### src/rtl/pp_drive_pkg.sv
package pp_drive_pkg;

  typedef struct packed {
    logic main_a;
    logic main_b;
    logic aux;
    logic osc;
  } drv_set_t;

  // Auxiliary hold length in cycles for a given demand word.
  function automatic int unsigned hold_len(input int unsigned demand,
                                           input int unsigned gain,
                                           input int unsigned shift);
    return (demand * gain) >> shift;
  endfunction

endpackage

### src/rtl/pp_ramp.sv
module pp_ramp #(
  parameter int unsigned PERIOD  = 32,
  parameter int unsigned PULSE_W = 3
) (
  input  logic clk,
  input  logic rst,
  input  logic run,
  output logic pulse,
  output logic wrap
);
  localparam int unsigned CW = $clog2(PERIOD);
  localparam logic [CW-1:0] LAST   = CW'(PERIOD - 1);
  localparam logic [CW-1:0] PSTART = CW'(PERIOD - PULSE_W);

  logic [CW-1:0] cnt;

  always_ff @(posedge clk) begin
    if (rst || !run)      cnt <= '0;
    else if (cnt == LAST) cnt <= '0;
    else                  cnt <= cnt + 1'b1;
  end

  assign pulse = run && (cnt >= PSTART);
  assign wrap  = run && (cnt == LAST);

  AST_RAMP_RANGE: assert property (@(posedge clk) disable iff (rst)
    cnt <= LAST);
  AST_PULSE_ENTRY: assert property (@(posedge clk) disable iff (rst)
    $rose(pulse) |-> (cnt == PSTART));
endmodule

### src/rtl/pp_pwm_core.sv
module pp_pwm_core (
  input  logic clk,
  input  logic rst,
  input  logic run,
  input  logic pulse,
  input  logic wrap,
  input  logic stop,
  input  logic trip,
  output logic phase,
  output logic on_time,
  output logic trip_hold,
  output logic on_end
);
  always_ff @(posedge clk) begin
    if (rst || !run) begin
      phase     <= 1'b0;
      on_time   <= 1'b0;
      trip_hold <= 1'b0;
    end else begin
      if (wrap) phase <= ~phase;
      on_time   <= pulse | (on_time & ~stop);
      trip_hold <= ~pulse & (trip_hold | trip);
    end
  end

  assign on_end = on_time & stop & ~pulse;

  AST_PHASE_HOLD: assert property (@(posedge clk) disable iff (rst)
    (run && !wrap) |=> $stable(phase));
  AST_ONTIME_START: assert property (@(posedge clk) disable iff (rst)
    (run && pulse) |=> on_time);
  AST_TRIP_LATCH: assert property (@(posedge clk) disable iff (rst)
    (run && trip && !pulse) |=> trip_hold);
endmodule

### src/rtl/pp_trail_dly.sv
module pp_trail_dly
  import pp_drive_pkg::*;
#(
  parameter int unsigned DW        = 6,
  parameter int unsigned DLY_GAIN  = 3,
  parameter int unsigned DLY_SHIFT = 3
) (
  input  logic          clk,
  input  logic          rst,
  input  logic          run,
  input  logic          clr,
  input  logic          start,
  input  logic          off,
  input  logic [DW-1:0] demand,
  output logic          hold
);
  localparam int unsigned MAXD = ((2**DW - 1) * DLY_GAIN) >> DLY_SHIFT;
  localparam int unsigned DLYW = $clog2(MAXD + 2);

  logic [DLYW-1:0] cnt;
  logic [DLYW-1:0] load;

  assign load = DLYW'(hold_len(32'(demand), DLY_GAIN, DLY_SHIFT));

  always_ff @(posedge clk) begin
    if (rst || !run || clr) cnt <= '0;
    else if (start)         cnt <= off ? '0 : load;
    else if (cnt != '0)     cnt <= cnt - 1'b1;
  end

  assign hold = (cnt != '0);

  AST_HOLD_COUNTDOWN: assert property (@(posedge clk) disable iff (rst)
    (run && !clr && !start && hold) |=> (cnt == $past(cnt) - 1'b1));
  AST_HOLD_DISABLED: assert property (@(posedge clk) disable iff (rst)
    (run && !clr && start && off) |=> !hold);
endmodule

### src/rtl/pp_drive_seq.sv
module pp_drive_seq
  import pp_drive_pkg::*;
#(
  parameter int unsigned PERIOD    = 32,
  parameter int unsigned PULSE_W   = 3,
  parameter int unsigned DW        = 6,
  parameter int unsigned DLY_GAIN  = 3,
  parameter int unsigned DLY_SHIFT = 3,
  parameter int unsigned ZP_LEVEL  = 4
) (
  input  logic          clk,
  input  logic          rst,
  input  logic          supply_ok,
  input  logic          pwm_stop,
  input  logic          pk_trip,
  input  logic          delay_off,
  input  logic [DW-1:0] load_demand,
  output logic          main_a,
  output logic          main_b,
  output logic          aux_drv,
  output logic          osc_pulse
);
  localparam logic [DW-1:0] ZP_CODE = DW'(ZP_LEVEL);

  logic run, pulse, wrap, phase, on_time, trip_hold, on_end, hold;
  logic zero_pwr, gate, overlap;
  logic [1:0] main_nxt;
  drv_set_t nxt, q;

  assign run = supply_ok & ~rst;

  pp_ramp #(.PERIOD(PERIOD), .PULSE_W(PULSE_W)) u_ramp (
    .clk(clk), .rst(rst), .run(run), .pulse(pulse), .wrap(wrap)
  );

  pp_pwm_core u_core (
    .clk(clk), .rst(rst), .run(run), .pulse(pulse), .wrap(wrap),
    .stop(pwm_stop), .trip(pk_trip), .phase(phase), .on_time(on_time),
    .trip_hold(trip_hold), .on_end(on_end)
  );

  pp_trail_dly #(.DW(DW), .DLY_GAIN(DLY_GAIN), .DLY_SHIFT(DLY_SHIFT)) u_dly (
    .clk(clk), .rst(rst), .run(run), .clr(pulse), .start(on_end),
    .off(delay_off), .demand(load_demand), .hold(hold)
  );

  assign zero_pwr = (load_demand < ZP_CODE);
  assign gate     = run & ~pulse & ~trip_hold & ~pk_trip;
  assign overlap  = on_time & ~zero_pwr;

  for (genvar i = 0; i < 2; i++) begin : g_main
    localparam logic SEL = (i == 1);
    assign main_nxt[i] = gate & ((phase == SEL) | overlap);
  end

  always_comb begin
    nxt.main_a = main_nxt[0];
    nxt.main_b = main_nxt[1];
    nxt.aux    = gate & ~zero_pwr & (on_time | hold);
    nxt.osc    = run & pulse;
  end

  always_ff @(posedge clk) begin
    if (rst) q <= '0;
    else     q <= nxt;
  end

  assign main_a    = q.main_a;
  assign main_b    = q.main_b;
  assign aux_drv   = q.aux;
  assign osc_pulse = q.osc;

  AST_DEAD_TIME: assert property (@(posedge clk) disable iff (rst)
    osc_pulse |-> (!main_a && !main_b && !aux_drv));
  AST_TRIP_KILL: assert property (@(posedge clk) disable iff (rst)
    pk_trip |=> (!main_a && !main_b && !aux_drv));
  AST_SUPPLY_OFF: assert property (@(posedge clk) disable iff (rst)
    !supply_ok |=> (!main_a && !main_b && !aux_drv && !osc_pulse));
  AST_ZERO_PWR: assert property (@(posedge clk) disable iff (rst)
    zero_pwr |=> (!aux_drv && !(main_a && main_b)));
endmodule

### config.mk
export PLATFORM = sky130hd
export DESIGN_NAME = pp_drive_seq
export DESIGN_NICKNAME = d
export VERILOG_FILES = /design/src/rtl/pp_drive_pkg.sv /design/src/rtl/pp_ramp.sv /design/src/rtl/pp_pwm_core.sv /design/src/rtl/pp_trail_dly.sv /design/src/rtl/pp_drive_seq.sv
export SDC_FILE = /design/constraint.sdc
export NUM_CORES = 1
export LEC_CHECK = 0
export BUFFER_PORTS_ARGS = -buffer_cell sky130_fd_sc_hd__buf_2
export CORE_ASPECT_RATIO = 0.75
export CORE_MARGIN = 5
export CORE_UTILIZATION = 40
export CTS_CLUSTER_DIAMETER = 200
export DETAILED_ROUTE_END_ITERATION = 8
export PLACE_DENSITY_LB_ADDON = 0.08
export SYNTH_ARGS = -nofsm -noshare
export SYNTH_HDL_FRONTEND = slang
export SYNTH_HIERARCHICAL = 1
export SYNTH_SLANG_ARGS = --single-unit
export TNS_END_PERCENT = 20
### constraint.sdc
create_clock -name clk -period 2.7 [get_ports clk]
set_input_delay 0.27 -clock clk [delete_from_list [all_inputs] [get_ports clk]]
set_output_delay 0.27 -clock clk [all_outputs]
set_load 0.1 [all_outputs]
Yosys cells after proc, flatten, opt, wreduce, memory -nomap -nowiden
Index checks and enable logic that the tools add are counted.
{"block": "totals", "regBits": 17, "input_bits": 12, "out_inout_bits": 4, "word_cells": 52}
{"block": "op_classes", "add_sub_neg": 2, "mul": 1, "magnitude_cmp": 2, "n_eq_ne": 1, "n_mux": 3, "n_bitwise": 26, "reduce_logical": 8}
{"op": "2-to-1 mux 5 bit", "count": 3}
{"op": "AND 1 bit", "count": 14}
{"op": "multiplier 6 x 2 -> 8 bit (second input constant)", "count": 1}
{"op": "inverter 1 bit", "count": 7}
{"op": "< comparator 6 x 3 -> 1 bit (second input constant)", "count": 1}
{"op": "adder 5 x 1 -> 5 bit (second input constant)", "count": 1}
{"op": "== test 5 bit (second input constant)", "count": 1}
{"op": "greater-or-equal comparator 5 bit (second input constant)", "count": 1}
{"op": "bitwise OR 1 bit", "count": 5}
{"op": "nonzero test 5 bit", "count": 1}
{"op": "subtractor 5 x 1 -> 5 bit (second input constant)", "count": 1}
{"op": "logical AND 1 bit", "count": 2}
{"op": "logical OR 1 bit", "count": 2}
{"op": "nonzero test 2 bit", "count": 1}
{"op": "OR reduction 2 bit", "count": 1}
{"op": "zero test 1 bit", "count": 1}

Logic depth before layout (Yosys ltp)
Gate-level depths: netlist (run 1).
{"block": "depth", "depth_word": 9, "ltp_mapped": 9, "mapped_depth_nobuf": 9}

Cells and area by module
Netlist (run 1), hierarchy kept.
{"module": "pp_trail_dly", "instances": 1, "cells_per_inst": 51, "area_each_um2": 440.4, "seq_area_each_um2": 100.1}
{"module": "pp_ramp", "instances": 1, "cells_per_inst": 25, "area_each_um2": 244.0, "seq_area_each_um2": 100.1}
{"module": "pp_drive_seq", "instances": 1, "cells_per_inst": 14, "area_each_um2": 153.9, "seq_area_each_um2": 80.1}
{"module": "pp_pwm_core", "instances": 1, "cells_per_inst": 12, "area_each_um2": 121.4, "seq_area_each_um2": 60.1}

Worst setup path after synthesis (run 1)
Ideal clock, no wire load.
{"block": "synth_path", "path_kind": "input-to-reg", "startpoint": "input port supply_ok", "endpoint": "register u_dly.cnt[3]", "setup_ps": 87, "t_arrival_ps": 1944, "required_time_ps": 2613, "setup_slack_ps": 669, "stages": 8, "path_cell_list": "nor2b_1 > nand4_1 > nor2_1 > inv_1 > and3_1 > or2_4 > or3_1 > o31ai_1"}
{"block": "synth_via", "elab_chain_cells": 5, "elab_cells_between_ends": 9}
{"item": "start, declared", "line_no": "pp_drive_seq.sv:13", "source": "input logic supply_ok,"}
{"item": "AND 1 bit (*)", "line_no": "pp_drive_seq.sv:30", "source": "assign run = supply_ok & ~rst;"}
{"item": "logical AND 1 bit (*)", "line_no": "pp_ramp.sv:23", "source": "assign pulse = run && (cnt >= PSTART);"}
{"item": "named net pulse", "line_no": "pp_drive_seq.sv:25", "source": "logic run, pulse, wrap, phase, on_time, trip_hold, on_end, hold;"}
{"item": "inverter 1 bit (*)", "line_no": "pp_pwm_core.sv:26", "source": "assign on_end = on_time & stop & ~pulse;"}
{"item": "AND 1 bit (*)", "line_no": "pp_pwm_core.sv:26"}
{"item": "named net on_end", "line_no": "pp_drive_seq.sv:25"}
{"item": "2-to-1 mux 5 bit or nonzero test 2 bit (tied branches)"}
{"item": "end signal, assigned", "line_no": "pp_trail_dly.sv:27", "source": "else if (start) cnt <= off ? '0 : load;"}
{"item": "end signal, assigned", "line_no": "pp_trail_dly.sv:28", "source": "else if (cnt != '0) cnt <= cnt - 1'b1;"}
{"item": "end, declared", "line_no": "pp_trail_dly.sv:20", "source": "logic [DLYW-1:0] cnt;"}
The timed path passes the listed nets; every way through them passes the cells marked *.
A chain may end at the register's enable or synchronous reset.

Worst setup path after layout (run 1)
{"block": "layout_path", "startpoint": "register u_ramp.cnt[1]", "endpoint": "register u_dly.cnt[3]"}
{"block": "layout_via", "elab_chain_cells": 5, "elab_cells_between_ends": 7}
{"item": "start, declared", "line_no": "pp_ramp.sv:15", "source": "logic [CW-1:0] cnt;"}
{"item": "start signal, assigned", "line_no": "pp_ramp.sv:20", "source": "else cnt <= cnt + 1'b1;"}
{"item": "greater-or-equal comparator 5 bit (*)", "line_no": "pp_ramp.sv:23"}
{"item": "logical AND 1 bit (*)", "line_no": "pp_ramp.sv:23"}
{"item": "named net pulse", "line_no": "pp_drive_seq.sv:25"}
{"item": "inverter 1 bit", "line_no": "pp_pwm_core.sv:26"}
{"item": "AND 1 bit", "line_no": "pp_pwm_core.sv:26"}
{"item": "2-to-1 mux 5 bit or nonzero test 2 bit (tied branches)"}
Marked as above.

==> metrics.txt, run 1 <==
status complete, no violations; commonest non-fill, non-tap cell in the layout dfxtp_1; Ports 16; WS Path Type reg -> reg; routed vias/inst 4.99; deepest clock path buffer count 2; most frequent cells in the layout dfxtp_1, buf_2, nor2_1; placed wire-length estimate 1.50 mm; dominant cell type by area after synthesis dfxtp_1; Die Span Y 52.4 µm; IO Port Bufs 15; Worst Hold End u_core/on_time$_SDFF_PP0_; Hold Startpoint pwm_stop; Yosys top cell area share 0.355; max cap viols 0; VDD IR-drop max 0.381 mV; setup TNS 0 ns; reg2reg start u_ramp/cnt[1]$_SDFF_PP0_; drt drc 0; Max Slew Vio Count 0; Post-CTS Setup Repair Bufs 0; total gr overflow 0; asr flop ratio synth 0; final core occ 0.486; clk_lat worst skew 0.29 ns; total design power 455 µW; initial antenna violation count 0; P per Cell Area 409 mW/mm²; area grow syn2layout 15.9%; vias in the first global route 745; R2R setup slack 0.49 ns; gate count of the mapped netlist 102; row count 15; reg2reg end u_dly/cnt[3]$_SDFFE_PP0P_; core box area 0.00229 mm²; hold path depth 3; Avg WL per Cell 12.4 µm; synthesized area 960 µm²; clock net sink count 17; Final setup viols 0; Cell Int Power 337 µW; Vias 778; Post-synth EDFFs 0; first-pass GRT wire length 3.33 mm; final hold vios 0; syn avg cell area 9.41 µm²; routability cong. 0.759; clock skew 0.00600 ns; fmax 453 MHz; Reg2Reg Depth 8; RSZ-0062 raised after global routing no; top_reg_cell synth dfxtp_1; largest net degree at the start of global routing 11; yosys synthesis warning count 6; dpl ws 0.564 ns; sequential cell area fraction in the yosys report 0.355; final worst slack 0.490 ns; Worst Setup End Kind flop; Sw Pwr 118 µW; final-stage net count 144; Resized cells post-CTS 0; library cells used by synthesis 40; fin crit share 0.818; synth top area cells dfxtp_1, ha_1, xnor2_1; Post-Route WL 1.94 mm; TritonCTS clock tree yes; Period minus WS final 2.21 ns; flops & latches, synth 17; worst-path fanout max 7; biggest registers after layout u_dly/cnt (5), u_ramp/cnt (5); syn_nets 123; Initial Util 0.419; Critical Path RT 2.91 ns; Root Driver clkbuf_4; n_diodes 0; combinational share of power 0.150; hold slack 0.255 ns; Worst-path clk slew 0.10 ns; drt first pass iters 4; Slew headroom 0.620; CTS hold repair buffers 0; total track usage 0.126; worst hold-check path type in -> reg; die footprint 0.00349 mm²; Worst-Margin Slew 0.555 ns; switching share of power 0.259; Critical Path Source Type flop; Clk pwr share 0.292; Leakage 0.465 nW; Reg power frac 0.557; H-tree depth 1; Routed Antenna Nets 0; initial DRC count 53; die width 66.6 µm; CTS Buf Count 3; crit path DAT 2.42 ns; share of cells above drive strength 1 0.246
==> critical path: stages, from the launching register on <==
cell and delay [ns]:
dfxtp_1 0.39, inv_1 0.06, ha_1 0.18, nor3_1 0.24
nor2_1 0.17, or3b_4 0.42, or2_4 0.25, or3_1 0.35
o31ai_1 0.07
==> layer usage <==
| metal | global-route usage | share of wire | up-vias |
|---|---|---|---|
| li1 | - | - | 408 |
| met1 | 0.181 | 0.55 | 357 |
| met4 | 0.0203 | 0.0062 | 0 |
| met2 | 0.178 | 0.40 | 11 |
| met3 | 0.0472 | 0.035 | 2 |
| met5 | 0 | 0 | - |
==> cells by family after synthesis <==
logic type	after synthesis	synth area share
compound gates	18	0.132
xor+xnor	8	0.0730
fa+ha+maj	9	0.117
buf+inv	9	0.0352
flops	17	0.355
mux	1	0.0117
simple gates	40	0.276
==> cells in the mapped netlist, drive strengths merged (2+ instances only) <==
library cell / n
nor3: 6
dfxtp: 17
ha: 9
nand3: 2
and3: 2
nor4b: 2
or3b: 2
xor2: 2
nor4: 2
a211oi: 3
nand2b: 3
inv: 9
and2: 2
a2111oi: 2
xnor2: 6
a21oi: 4
nor2b: 2
nor2: 10
o22ai: 2
==> metrics by stage <==
| step | std cells | area, µm² |
|---|---|---|
| global placement | 152 | 1080 |
| CTS | 156 | 1110 |
| detailed placement | 152 | 1080 |
| floorplan | 102 | 960 |
| finish | 156 | 1110 |
| global route | 156 | 1110 |
==> worst max-delay path by stage <==
stage                              from                        end  slack [ns]  depth (start not counted)
2_1_floorplan                 supply_ok  u_dly/cnt[3]$_SDFFE_PP0P_        0.67                          8
3_3_place_gp   u_ramp/cnt[1]$_SDFF_PP0_  u_dly/cnt[3]$_SDFFE_PP0P_        0.56                          8
3_5_place_dp   u_ramp/cnt[1]$_SDFF_PP0_  u_dly/cnt[3]$_SDFFE_PP0P_        0.56                          8
4_1_cts        u_ramp/cnt[1]$_SDFF_PP0_  u_dly/cnt[3]$_SDFFE_PP0P_        0.53                          8
5_1_grt        u_ramp/cnt[1]$_SDFF_PP0_  u_dly/cnt[3]$_SDFFE_PP0P_        0.37                          8
6_report       u_ramp/cnt[1]$_SDFF_PP0_  u_dly/cnt[3]$_SDFFE_PP0P_        0.49                          8
==> power groups by stage <==
stage	Combinational (mW)	Sequential (mW)	Clock, mW
after CTS	0.0682	0.254	0.137
final	0.0685	0.254	0.133
after global placement	0.0671	0.259	0
after detailed placement	0.0676	0.260	0
after global routing	0.0758	0.254	0.151
after floorplan	0.0397	0.264	0
==> layout make-up <==
type | count | area, µm²
Clock buffer | 3 | 22.5
Fill cell | 235 | 1180
Inverter | 9 | 33.8
Clock inverter | 1 | 5.00
Sequential cell | 17 | 340
Multi-Input combinational cell | 76 | 586
Tap cell | 34 | 42.5
Timing Repair Buffer | 16 | 82.6
Note: power is estimated with default switching activity, not from simulation.
==> run 2, diff against run 1 <==
- clock period: 2.7 -> 2 ns (I/O delays scaled with it)
==> metrics.txt, run 2 (synthesis gave the netlist of run 1 again) <==
Ports 16 (unchanged); drt first pass iters 4 (unchanged); R2R setup slack 0.12 ns (-0.37 ns); share of cells above drive strength 1 0.281 (+0.0353); Critical Path RT 2.20 ns (-0.71 ns); crit path DAT 2.08 ns (-0.34 ns); n_diodes 0 (unchanged); Die Span Y 52.4 µm (unchanged); initial antenna violation count 0 (unchanged); Leakage 0.493 nW (+6.0%); Slew headroom 0.625 (+0.00533); Avg WL per Cell 11.5 µm (-7.3%); status complete, no violations; Cell Int Power 463 µW (+37%); biggest registers after layout u_dly/cnt (5), u_ramp/cnt (5); H-tree depth 1 (unchanged); WS Path Type reg -> reg; Multi-input gate area 591 µm² (+0.85%); VDD IR-drop max 0.380 mV (-0.26%); TritonCTS clock tree yes; RSZ-0062 raised after global routing no; routability cong. 0.724 (-4.5%); drt drc 0 (unchanged); # fillers 232 (-1.3%); setup TNS 0 ns (unchanged); clock skew 0.00332 ns (-0.00268 ns); Initial Util 0.419 (unchanged); vias in the first global route 782 (+5.0%); final hold vios 0 (unchanged); Sw Pwr 152 µW (+29%); Reg power frac 0.556 (about the same); wl on met1 1.05 mm (-2.8%); CTS Buf Count 3 (unchanged); Routed Antenna Nets 0 (unchanged); most frequent cells in the layout dfxtp_1, buf_2, nor2_1; Resized cells post-CTS 0 (unchanged); fin crit share 0.939 (+0.120); Critical Path Source Type flop; clk_lat worst skew 0.28 ns (about the same); Clk pwr share 0.287 (-0.005); Root Driver clkbuf_4; Max Slew Vio Count 0 (unchanged); placed wire-length estimate 1.56 mm (+3.9%); Worst-path clk slew 0.09 ns (about the same); routed vias/inst 4.81 (-3.6%); max cap viols 0 (unchanged); total track usage 0.126 (about the same); Vias 779 (+0.13%); die width 66.6 µm (unchanged); Seq. cell area 340 µm² (unchanged); commonest non-fill, non-tap cell in the layout dfxtp_1; row count 15 (unchanged); CTS hold repair buffers 0 (unchanged); deepest clock path buffer count 2 (unchanged); Worst Setup End Kind flop; area grow syn2layout 21.0%; die footprint 0.00349 mm² (unchanged); Final Cell Area 0.00116 mm² (+4.4%); Post-Route WL 1.87 mm (-3.7%); switching share of power 0.247 (-0.0124); Final setup viols 0 (unchanged); Period minus WS final 1.88 ns (-0.333 ns); top layer in use met4; Post-CTS Setup Repair Bufs 0 (unchanged); total gr overflow 0 (unchanged); worst hold-check path type in -> reg; clock net sink count 17 (unchanged); initial DRC count 41 (-23%); first-pass GRT wire length 3.36 mm (+0.84%); Worst-Margin Slew 0.548 ns (-0.00780 ns); combinational share of power 0.158 (+0.008); met2 wire length 744 µm (-5.1%); dpl cell area 0.00113 mm² (+4.2%); final-stage net count 150 (+4.2%); IO Port Bufs 15 (unchanged); largest net degree at the start of global routing 10 (-1); P per Cell Area 530 mW/mm² (+29%); fmax 533 MHz (+18%); Routed met3 length 68 µm (unchanged); core box area 0.00229 mm² (unchanged); worst-path fanout max 3 (-4)
==> run 2: through the flow <==
step	setup slack, ns	hold slack (ns)	power, mW	util	instances
final	0.123	0.176	0.615	0.507	162
after global routing	0.0247	0.181	0.653	0.507	162
after CTS	0.0767	0.169	0.624	0.505	162
after detailed placement	0.0957	0.472	0.445	0.493	158
after global placement	0.135	0.468	0.444	0.493	158
after floorplan	0.0391	0.351	0.410	-	102
==> run 2: area by class of cell <==
cell class              instances  area share
inverters                       9      0.0291
repair buffers                 22       0.110
well taps                      34      0.0366
multi-input cells              76       0.509
flip-flops and latches         17       0.293
clock buffers                   4      0.0226
==> run 2: final timing paths <==
path	start	depth (start not counted)	endpoint
worst max-delay path	u_ramp/cnt[1]$_SDFF_PP0_	8	u_dly/cnt[3]$_SDFFE_PP0P_
worst min-delay path	pk_trip	3	u_core/trip_hold$_SDFF_PP0_
worst max register to register	u_ramp/cnt[1]$_SDFF_PP0_	8	u_dly/cnt[3]$_SDFFE_PP0P_
worst min register to register	u_core/phase$_SDFFE_PP0P_	2	main_b$_SDFF_PP0_
==> run 2: worst max-delay path, stage by stage, from the launching register on <==
cell and delay, ns:
dfxtp_1 0.34, inv_1 0.05, ha_1 0.18, nor3_2 0.15, nor2_1 0.08, or3b_4 0.37, or2_4 0.23, or3_1 0.34
o31ai_1 0.06
==> run 2: power groups by stage <==
| stage | Sequential (mW) | Clock, mW | Combinational, mW |
|---|---|---|---|
| 2_1_floorplan | 0.356 | 0 | 0.0536 |
| 3_3_place_gp | 0.349 | 0 | 0.0946 |
| 3_5_place_dp | 0.350 | 0 | 0.0956 |
| 4_1_cts | 0.342 | 0.186 | 0.0961 |
| 5_1_grt | 0.342 | 0.202 | 0.109 |
| 6_report | 0.342 | 0.176 | 0.0971 |
==> run 2: metal layers <==
layer | track usage | vias to the layer above
met3 | 0.0429 | 2
met5 | 0 | -
met2 | 0.181 | 11
met4 | 0.0304 | 0
met1 | 0.178 | 342
li1 | - | 424
==> run 3, diff against run 2 <==
- RECOVER_POWER: not set -> 50
==> metrics.txt, run 3 (synthesis gave the netlist of run 1 again) <==
area grow syn2layout 19.2%; largest net degree at the start of global routing 10 (unchanged); VDD IR-drop max 0.377 mV (-0.73%); Root Driver clkbuf_4; RSZ-0062 raised after global routing no; Final setup viols 0 (unchanged); WS Path Type reg -> reg; Post-CTS Setup Repair Bufs 0 (unchanged); Avg WL per Cell 11.5 µm (unchanged); fmax 532 MHz (about the same); biggest registers after layout u_dly/cnt (5), u_ramp/cnt (5); status complete, no violations; max cap viols 0 (unchanged); worst hold-check path type in -> reg; clk_lat worst skew 0.28 ns (about the same); clock net sink count 17 (unchanged); initial antenna violation count 0 (unchanged); vias in the first global route 782 (unchanged); IO Port Bufs 15 (unchanged); drt drc 0 (unchanged); share of cells above drive strength 1 0.227 (-0.0547); R2R setup slack 0.12 ns (about the same); CTS Buf Count 3 (unchanged); Worst-path clk slew 0.09 ns (about the same); Die Span Y 52.4 µm (unchanged); Critical Path RT 2.20 ns (about the same); core box area 0.00229 mm² (unchanged); Initial Util 0.419 (unchanged); Hold Startpoint pwm_stop; # fillers 235 (+1.3%); final hold vios 0 (unchanged); routed vias/inst 4.79 (-0.39%); Ports 16 (unchanged); Slew headroom 0.220 (-0.406); n_diodes 0 (unchanged); clock skew 0.00383 ns (+0.000512 ns); initial DRC count 48 (+17%); total track usage 0.126 (unchanged); total design power 614 µW (-0.17%); fin crit share 0.939 (about the same); first-pass GRT wire length 3.36 mm (unchanged); Worst Hold End u_core/on_time$_SDFF_PP0_; reg2reg start u_ramp/cnt[1]$_SDFF_PP0_; Period minus WS final 1.88 ns (+0.00186 ns); Reg2Reg Depth 8 (unchanged); Worst Setup End Kind flop; routability cong. 0.724 (unchanged); P per Cell Area 537 mW/mm² (+1.4%); total gr overflow 0 (unchanged); deepest clock path buffer count 2 (unchanged); Post-Route WL 1.87 mm (unchanged); setup TNS 0 ns (unchanged); placed wire-length estimate 1.56 mm (unchanged); die footprint 0.00349 mm² (unchanged); drt first pass iters 4 (unchanged); Cells after DPL 158 (unchanged); Leakage 0.466 nW (-5.4%); final-stage net count 150 (unchanged); commonest non-fill, non-tap cell in the layout dfxtp_1; crit path DAT 2.08 ns (about the same); Vias 776 (-0.39%); Layout Cells excl Fill 162 (unchanged); Max Slew Vio Count 0 (unchanged); most frequent cells in the layout dfxtp_1, buf_2, nor2_1; TritonCTS clock tree yes; worst-path fanout max 3 (unchanged); H-tree depth 1 (unchanged); hold path depth 3 (unchanged); row count 15 (unchanged); Critical Path Source Type flop; Worst-Margin Slew 1.18 ns (+0.628 ns); die width 66.6 µm (unchanged); Routed Antenna Nets 0 (unchanged); reg2reg end u_dly/cnt[3]$_SDFFE_PP0P_
run 3: cell types whose count changed in the layout (fill, tap and decap cells not counted):
| cell | change |
|---|---|
| buf_2 | -4 |
| clkbuf_1 | +6 |
| nor3_1 | +1 |
| buf_4 | -2 |
| nor3_2 | -1 |
run 3: repair_timing:
| action | 4_1_cts | 5_1_grt |
|---|---|---|
| gates resized for setup | 0 | 1 |
| hold buffers | 0 | 0 |
| endpoints found under the setup margin | 0 | 2 |
run 3: how the worst max path moves through the flow:
stage / from / to / slack (ns) / depth (start not counted)
after global routing: u_ramp/cnt[1]$_SDFF_PP0_ / u_dly/cnt[2]$_SDFFE_PP0P_ / 0.03 / 8
after detailed placement: u_ramp/cnt[1]$_SDFF_PP0_ / u_dly/cnt[3]$_SDFFE_PP0P_ / 0.1 / 8
after floorplan: supply_ok / u_dly/cnt[3]$_SDFFE_PP0P_ / 0.04 / 8
after CTS: u_ramp/cnt[1]$_SDFF_PP0_ / u_dly/cnt[3]$_SDFFE_PP0P_ / 0.08 / 8
after global placement: u_ramp/cnt[1]$_SDFF_PP0_ / u_dly/cnt[3]$_SDFFE_PP0P_ / 0.13 / 8
final: u_ramp/cnt[1]$_SDFF_PP0_ / u_dly/cnt[3]$_SDFFE_PP0P_ / 0.12 / 8
run 3: cell type report:
type	instances	area (µm²)	share of cell area
timing repair buffer	22	115	0.101
multi-input combinational	76	586	0.512
clock buffer	4	26.3	0.0230
sequential	17	340	0.298
inverter	9	33.8	0.0295
tap	34	42.5	0.0372
run 3: power breakdown:
| part | total [mW] | switching [mW] | internal, mW | leakage (nW) |
|---|---|---|---|---|
| Clock | 0.177 | 0.0992 | 0.0773 | 0.0150 |
| Sequential | 0.342 | 0.000980 | 0.341 | 0.137 |
| Combinational | 0.0958 | 0.0515 | 0.0442 | 0.314 |
run 3: worst max-delay path: stages (launching register included):
cell and delay, ns:
dfxtp_1 0.34, inv_1 0.05, ha_1 0.18, nor3_2 0.15, nor2_1 0.08, or3b_4 0.37, or2_4 0.23, or3_1 0.34
o31ai_1 0.07
run 3: per-stage QoR:
step           area, µm²  setup slack [ns]   util  hold WS (ns)
3_5_place_dp        1130            0.0957  0.493         0.472
3_3_place_gp        1130             0.135  0.493         0.468
4_1_cts             1160            0.0767  0.505         0.169
6_report            1140             0.121  0.499         0.193
2_1_floorplan        960            0.0391      -         0.351
5_1_grt             1140            0.0253  0.499         0.194
run 3: routing by layer:
metal | GRT usage | up-vias | part of all wire
met1 | 0.178 | 341 | 0.56
met3 | 0.0429 | 2 | 0.030
met4 | 0.0304 | 0 | 0.0053
li1 | - | 424 | -
met2 | 0.181 | 9 | 0.40
met5 | 0 | - | 0
